==> src/rtl/grs_pkg.sv <==
package grs_pkg;
  typedef enum logic [1:0] {
    GAIN_HI  = 2'b00,
    GAIN_MID = 2'b01,
    GAIN_LO  = 2'b10
  } gain_e;

  localparam int NUM_PATHS = 3;
endpackage

==> src/rtl/grs_sat_detect.sv <==
module grs_sat_detect #(
  parameter int CODE_W = 12,
  parameter int NPATH  = 3
) (
  input  logic [NPATH-1:0][CODE_W-1:0] codes_i,
  input  logic [CODE_W-1:0]            limit_i,
  output logic [NPATH-1:0]             sat_o
);
  for (genvar p = 0; p < NPATH; p++) begin : g_cmp
    assign sat_o[p] = (codes_i[p] >= limit_i);
  end
endmodule

==> src/rtl/grs_priority.sv <==
module grs_priority
  import grs_pkg::*;
(
  input  logic [NUM_PATHS-1:0] sat_i,
  output gain_e                pick_o,
  output logic                 clip_o
);
  always_comb begin
    if (!sat_i[0])      pick_o = GAIN_HI;
    else if (!sat_i[1]) pick_o = GAIN_MID;
    else                pick_o = GAIN_LO;
  end

  // the low path is only reached when high and medium are saturated
  assign clip_o = (pick_o == GAIN_LO) && sat_i[2];
endmodule

==> src/rtl/grs_scaler.sv <==
module grs_scaler
  import grs_pkg::*;
#(
  parameter int CODE_W   = 12,
  parameter int OUT_W    = 19,
  parameter int MID_MULT = 10,
  parameter int LO_MULT  = 100
) (
  input  logic [CODE_W-1:0] code_i,
  input  gain_e             gain_i,
  output logic [OUT_W-1:0]  value_o
);
  function automatic logic [OUT_W-1:0] rescale(input logic [CODE_W-1:0] c,
                                               input gain_e g);
    logic [OUT_W-1:0] wide;
    wide = OUT_W'(c);
    case (g)
      GAIN_HI:  rescale = wide;
      GAIN_MID: rescale = wide * OUT_W'(MID_MULT);
      default:  rescale = wide * OUT_W'(LO_MULT);
    endcase
  endfunction

  assign value_o = rescale(code_i, gain_i);
endmodule

==> src/rtl/gain_range_select.sv <==
module gain_range_select
  import grs_pkg::*;
#(
  parameter int CODE_W     = 12,
  parameter int OUT_W      = 19,
  parameter int MID_MULT   = 10,
  parameter int LO_MULT    = 100,
  parameter int DEF_THRESH = 3900
) (
  input  logic              clk_i,
  input  logic              rst_ni,
  input  logic              valid_i,
  input  logic [CODE_W-1:0] hi_code_i,
  input  logic [CODE_W-1:0] mid_code_i,
  input  logic [CODE_W-1:0] lo_code_i,
  input  logic [CODE_W-1:0] thresh_i,
  output logic              valid_o,
  output logic [CODE_W-1:0] code_o,
  output logic [1:0]        gain_o,
  output logic [OUT_W-1:0]  value_o,
  output logic              over_o
);
  localparam logic [CODE_W-1:0] DEF_LIMIT = CODE_W'(DEF_THRESH);

  logic [NUM_PATHS-1:0][CODE_W-1:0] lane_codes;
  logic [CODE_W-1:0]                thr_eff;
  logic [NUM_PATHS-1:0]             lane_sat;
  gain_e                            pick;
  logic                             clip;
  logic [CODE_W-1:0]                pick_code;
  logic [OUT_W-1:0]                 pick_value;

  assign lane_codes = {lo_code_i, mid_code_i, hi_code_i};
  assign thr_eff    = (thresh_i == '0) ? DEF_LIMIT : thresh_i;

  grs_sat_detect #(.CODE_W(CODE_W), .NPATH(NUM_PATHS)) u_sat (
    .codes_i (lane_codes),
    .limit_i (thr_eff),
    .sat_o   (lane_sat)
  );

  grs_priority u_pri (
    .sat_i  (lane_sat),
    .pick_o (pick),
    .clip_o (clip)
  );

  always_comb begin
    case (pick)
      GAIN_HI:  pick_code = hi_code_i;
      GAIN_MID: pick_code = mid_code_i;
      default:  pick_code = lo_code_i;
    endcase
  end

  grs_scaler #(
    .CODE_W(CODE_W), .OUT_W(OUT_W), .MID_MULT(MID_MULT), .LO_MULT(LO_MULT)
  ) u_scale (
    .code_i  (pick_code),
    .gain_i  (pick),
    .value_o (pick_value)
  );

  always_ff @(posedge clk_i) begin
    if (!rst_ni) begin
      valid_o <= 1'b0;
      code_o  <= '0;
      gain_o  <= '0;
      value_o <= '0;
      over_o  <= 1'b0;
    end else begin
      valid_o <= valid_i;
      if (valid_i) begin
        code_o  <= pick_code;
        gain_o  <= pick;
        value_o <= pick_value;
        over_o  <= clip;
      end
    end
  end
endmodule

==> config.mk <==
export PLATFORM = sky130hd
export DESIGN_NAME = gain_range_select
export DESIGN_NICKNAME = d
export VERILOG_FILES = /design/src/rtl/grs_pkg.sv /design/src/rtl/grs_sat_detect.sv /design/src/rtl/grs_priority.sv /design/src/rtl/grs_scaler.sv /design/src/rtl/gain_range_select.sv
export SDC_FILE = /design/constraint.sdc
export NUM_CORES = 1
export LEC_CHECK = 0
export CAP_MARGIN = 10
export CORE_ASPECT_RATIO = 0.75
export CORE_UTILIZATION = 66
export CTS_CLUSTER_SIZE = 16
export DETAILED_ROUTE_END_ITERATION = 6
export DONT_BUFFER_PORTS = 1
export HOLD_SLACK_MARGIN = 0.02
export PLACE_DENSITY = 0.92
export SYNTH_ARGS = -nofsm -noshare
export SYNTH_HDL_FRONTEND = slang
export SYNTH_SLANG_ARGS = --single-unit
export TNS_END_PERCENT = 100
==> constraint.sdc <==
create_clock -name clk_i -period 10 [get_ports clk_i]
set_clock_uncertainty 0.2 [all_clocks]
set_input_delay 2.5 -clock clk_i [delete_from_list [all_inputs] [get_ports clk_i]]
set_output_delay 2.5 -clock clk_i [all_outputs]
set_load 0.1 [all_outputs]
==> flow_metrics.tcl, run 1 <==
set metrics [dict create \
    cp_slowest_stage_delay_ns 0.60 \
    total_power_mw 1.140 \
    yosys-top-cells-area "ha_1, dfxtp_1, fa_1" \
    avgViaCountPerCell 7.176 \
    cts_root_buf "clkbuf_8" \
    critical_path_class "in2reg" \
    synth_nets 627 \
    dp_hpwl_um 9827 \
    vias 4004 \
    synth_top_area_frac 0.2649 \
    cp_max_fo 10 \
    diodes 0 \
    drc_errors 0 \
    final_cell_mix "ha_1, nor2_1, dfxtp_1, nor3_1, o21ai_0" \
    fillers 437 \
    grt_overflow_total 0 \
    layout.nets 628 \
    wirelength_um 12260 \
    slew_viol_final 0 \
    rsz0062_at_grt "false" \
    num_io_pins 86 \
    die_h_um 71.51 \
    firstDrtPassIters 5 \
    grt_pass1_vias 3861 \
    yosys.area.top_type "ha_1" \
    ys_warn_count 0 \
    synth_edf_count 0 \
    grt_pass1_wl_um 19150 \
    finalHoldViolCount 0 \
    ant_nets 0 \
    path_clk_slew_ns 0.07 \
    post_cts_buffers 0 \
    whs_ns 0.7039 \
    ys.flop_type "dfxtp_1" \
    cts_buffer_depth 2 \
    drtIter0Drc 458 \
    insertion_delay_ns 0.30 \
    relSlewSlack 0.3118 \
    final.setup.tns_ns 0 \
    post-route-min-period_ns 9.293 \
    final_common_cell "ha_1" \
    h-tree-depth 2 \
    dieArea_mm2 0.006770 \
    area_growth_pct 4.032 \
    cp-start-kind "input port" \
    clock-sinks 35 \
    yosys.cell_types.count 62 \
    yosys_register_bits 35 \
    crit_required_ns 9.98 \
    crit_arrival_ns 9.28 \
    endpoint_kind "flip-flop" \
    worst_slew_pin_slew_ns 1.031 \
    cts_tree "yes" \
    power.density_mw_per_mm2 257.6 \
    coreArea_mm2 0.006006 \
    grtUsageTotal 0.3668 \
    grt_max_degree 27 \
    fin_util 0.7365 \
    postCtsResizedCells 0 \
    syn_inst 478 \
    syn_avg_cell_area_um2 8.895 \
    async_reset_ff_frac 0 \
    antenna_found_initial 0 \
    gp_congestion 1.027 \
    status "finished clean" \
    rr_worst_depth 2 \
    num_rows 24 \
    die_w_um 94.68 \
    irDropWorstVdd_mv 0.1544 \
    cts_buffers 5 \
    fmax_ghz 0.1076 \
    start_util 0.7079 \
    crit_chain "nor4_4 > nand3_1 > nor3_1 > nor2_1 > ha_1 > a2111oi_0 > nor3_1 > maj3_1 > a211oi_4 > buf_4 > nor3_1 > nor3_1 > ha_1 > ha_1 > fa_1 > ha_1 > nor2b_1 > o31ai_1 > a21oi_1 > a41o_1 > o41ai_1 > xnor2_1 > a22o_1" \
    leakage_nw 1.999 \
    netlist_area_mm2 0.004252 \
    min_period_over_period 0.9293 \
    postCtsHoldBufs 0 \
    final_area_mm2 0.004423 \
    holdPathStages 2 \
    portBuffers 0 \
    setup_viol 0 \
    wire_per_inst_um 21.97 \
    min_path_type "reg2reg" \
    maxCapViolations 0 \
    synth-seq-area-share 0.1648 \
    placed_cell_area_mm2 0.004338 \
    cpMaxStageDelayCell "nor3_1" \
    drive_gt1_frac 0.08333 \
]
==> critical path, delay by kind of cell <==
kind                       cells  cell delay, ns
and+or+nand+nor                8            2.25
AOI/OAI and AO/OA              7            2.24
buffers and inverters          1            0.28
adders and majority gates      6            1.91
xor gates and xnor gates       1            0.10
==> sequential cells by signal, summed over array words and instances, names as in the netlist <==
signal,count
gain_o,2
over_o,1
code_o,12
value_o,19
valid_o,1
==> final timing paths <==
kind                                   from     endpoint  slack, ns
worst max-delay path            thresh_i[2]  value_o[18]       0.71
worst min-delay path            value_o[12]  value_o[12]       0.70
worst max register to register    code_o[8]    code_o[8]       8.37
worst min register to register  value_o[12]  value_o[12]       0.70
==> per-stage QoR <==
stage | cells | setup slack, ns
floorplan | 478 | 1.199
detailed placement | 550 | 0.5276
global route | 558 | 0.2591
CTS | 558 | 0.8145
finish | 558 | 0.7067
global placement | 550 | 0.8891
==> cells in the mapped netlist (all sizes together), types with 2 or more instances <==
cell / number
inv: 24
nand3: 11
dfxtp: 35
a32oi: 10
nand2: 14
a41oi: 3
a21boi: 4
nand2b: 8
a31oi: 4
o2111a: 2
nor4: 2
o41ai: 7
o211ai: 2
o21ai: 34
mux2i: 11
buf: 8
nor3b: 10
maj3: 2
ha: 90
a2111oi: 2
a21oi: 13
and3: 6
fa: 8
o21a: 5
a21o: 9
xnor2: 12
or3: 7
nand3b: 15
nor2b: 3
o31ai: 10
xor2: 6
a22o: 4
a211oi: 4
clkbuf: 10
nor3: 34
nor2: 36
==> area by class of cell <==
class                           count  area (um2)  share of cell area
Sequential cell                    35       700.7              0.1584
Clock inverter                      2       12.51            0.002829
Timing Repair Buffer               12       102.6             0.02320
Tap cell                           78       97.59             0.02207
Multi-Input combinational cell    401        3347              0.7567
Clock buffer                        6       72.57             0.01641
Inverter                           24       90.09             0.02037
==> logic make-up after synthesis <==
family          Yosys count  share of synthesized area
buf+inv                  42                    0.04797
mux                      12                    0.02855
flops                    35                     0.1648
fa+ha+maj               100                     0.3075
compound gates          122                     0.2148
xor+xnor                 18                    0.03708
simple gates            149                     0.1992
==> routing by layer <==
metal,up-vias,routed length (um),track usage
li1,1814,-,-
met1,1874,5073,0.4993
met2,277,5306,0.5763
met3,39,1605,0.09873
met4,0,275,0.09091
met5,-,0,0
==> report_power, final <==
| part | internal (mW) | switching, mW | total (mW) |
|---|---|---|---|
| Clock | 0.0487 | 0.0557 | 0.104 |
| Sequential | 0.158 | 0.147 | 0.305 |
| Combinational | 0.316 | 0.414 | 0.730 |
(Power assumes the default switching activity.)
==> run 2, diff against run 1 <==
- clock period: 10 -> 10.55 ns (I/O delays scaled with it)
==> run 2 against run 1 <==
  * First-iteration DRC count up 2.2%
  * Via count down 0.32%
  * Largest power group unchanged
  * Routed wire length down 0.27%
  * Global-route usage about the same
==> flow_metrics.tcl, run 2 (synthesis gave the netlist of run 1 again) <==
set metrics [dict create \
    cts_buffer_depth 2 \
    postCtsHoldBufs 0 \
    post-route-min-period_ns 9.533 \
    firstDrtPassIters 5 \
    final_cell_mix "ha_1, nor2_1, dfxtp_1, nor3_1, o21ai_0" \
    grt_pass1_wl_um 18790 \
    leakage_nw 2.011 \
    final_common_cell "ha_1" \
    regMostFlops "value_o" \
    irDropWorstVdd_mv 0.1741 \
    grt_max_degree 27 \
    cp-start-kind "input port" \
    power.density_mw_per_mm2 249.5 \
    maxCapViolations 0 \
    h-tree-depth 2 \
    reg2reg_from "code_o[3]" \
    drive_gt1_frac 0.08542 \
    status "finished clean" \
    grt_overflow_total 0 \
    rsz0062_at_grt "false" \
    cts_root_buf "clkbuf_8" \
    grtUsageTotal 0.3669 \
    die_w_um 94.68 \
    grt_pass1_vias 3749 \
    crit_required_ns 10.54 \
    hp-start "value_o[13]" \
    cts_buffers 5 \
    slew_viol_final 0 \
    fmax_ghz 0.1049 \
    wire_per_inst_um 21.91 \
    worst_slew_pin_slew_ns 1.068 \
    whs_ns 0.7106 \
    avgViaCountPerCell 7.152 \
    dp_hpwl_um 9565 \
    min_period_over_period 0.9036 \
    die_h_um 71.51 \
    largest_register_ffs 19 \
    critical_path_class "in2reg" \
    setup.worst_path.start "thresh_i[2]" \
    portBuffers 0 \
    num_io_pins 86 \
    vias 3991 \
    post_cts_buffers 0 \
    cts_tree "yes" \
    min_path_type "reg2reg" \
    setup_viol 0 \
    antenna_found_initial 0 \
    top_regs "value_o x19, code_o x12, gain_o x2" \
    insertion_delay_ns 0.31 \
    diodes 0 \
    clock-sinks 35 \
    final.setup.tns_ns 0 \
    coreArea_mm2 0.006006 \
    layout.nets 628 \
    gp_congestion 0.9591 \
    endpoint_kind "flip-flop" \
    num_rows 24 \
    wirelength_um 12230 \
    drc_errors 0 \
    drtIter0Drc 468 \
    start_util 0.7079 \
    ant_nets 0 \
    area_growth_pct 4.385 \
    finalHoldViolCount 0 \
    dieArea_mm2 0.006770 \
    postCtsResizedCells 0 \
    crit_arrival_ns 9.53 \
    relSlewSlack 0.2868 \
    cp_max_fo 26 \
    path_clk_slew_ns 0.07 \
]
==> run 2: changes by cell type in the layout (fill, tap and decap cells not counted), sizes merged <==
cell | before | now
clkinv | 1 | 2
clkbuf | 6 | 5
bufinv | 0 | 1
clkinvlp | 1 | 0
==> run 2: through the flow <==
| step | instances | power, mW | utilization | instance area (um2) | worst slack (ns) |
|---|---|---|---|---|---|
| CTS | 558 | 1.089 | 0.7390 | 4438 | 1.136 |
| global placement | 550 | 0.9219 | 0.7202 | 4325 | 1.149 |
| global route | 558 | 1.178 | 0.7390 | 4438 | 0.6757 |
| detailed placement | 550 | 0.9455 | 0.7202 | 4325 | 0.8843 |
| floorplan | 478 | 0.8033 | - | 4252 | 1.611 |
| finish | 558 | 1.107 | 0.7390 | 4438 | 1.017 |
==> run 2: layout make-up <==
type	count	area [um2]
clock inverters	3	43.79
repair buffers	12	90.09
well taps	78	97.59
multi-input cells	401	3347
clock buffers	5	68.82
flip-flops and latches	35	700.7
fillers	448	1568
inverters	24	90.09
==> run 2: layer usage <==
layer,global-route usage,part of all wire,vias to the layer above
li1,-,-,1815
met2,0.5667,0.42,282
met4,0.09596,0.023,0
met1,0.5049,0.43,1845
met3,0.09873,0.13,49
met5,0,0,-
==> run 2: report_power, final <==
group	internal, mW	total, mW	switching [mW]
Combinational	0.298	0.691	0.393
Sequential	0.149	0.289	0.139
Clock	0.0704	0.128	0.0573
Total	0.518	1.11	0.589
==> run 2: worst paths after layout <==
| check | slack, ns | cells after the start | to |
|---|---|---|---|
| setup / recovery | 1.02 | 27 | value_o[18] |
| hold / removal | 0.71 | 2 | value_o[13] |
| setup reg to reg | 8.91 | 2 | code_o[3] |
| hold reg to reg | 0.71 | 2 | value_o[13] |
==> run 2: critical path, stage by stage <==
cell and delay (ns):
nor4_4 0.42, nand3_1 0.16, nor3_1 0.53, nor2_1 0.20
ha_1 0.27, a2111oi_0 0.39, nor3_1 0.14, maj3_1 0.41
a211oi_4 0.21, buf_4 0.28, buf_4 0.35, nor3b_1 0.33
nor3_1 0.09, buf_4 0.17, ha_1 0.30, ha_1 0.28
inv_1 0.05, fa_1 0.50, inv_1 0.05, ha_1 0.36
o21a_1 0.21, o31ai_1 0.10, a21oi_1 0.15, a41o_1 0.28
o41ai_1 0.35, xnor2_1 0.11, a22o_1 0.20
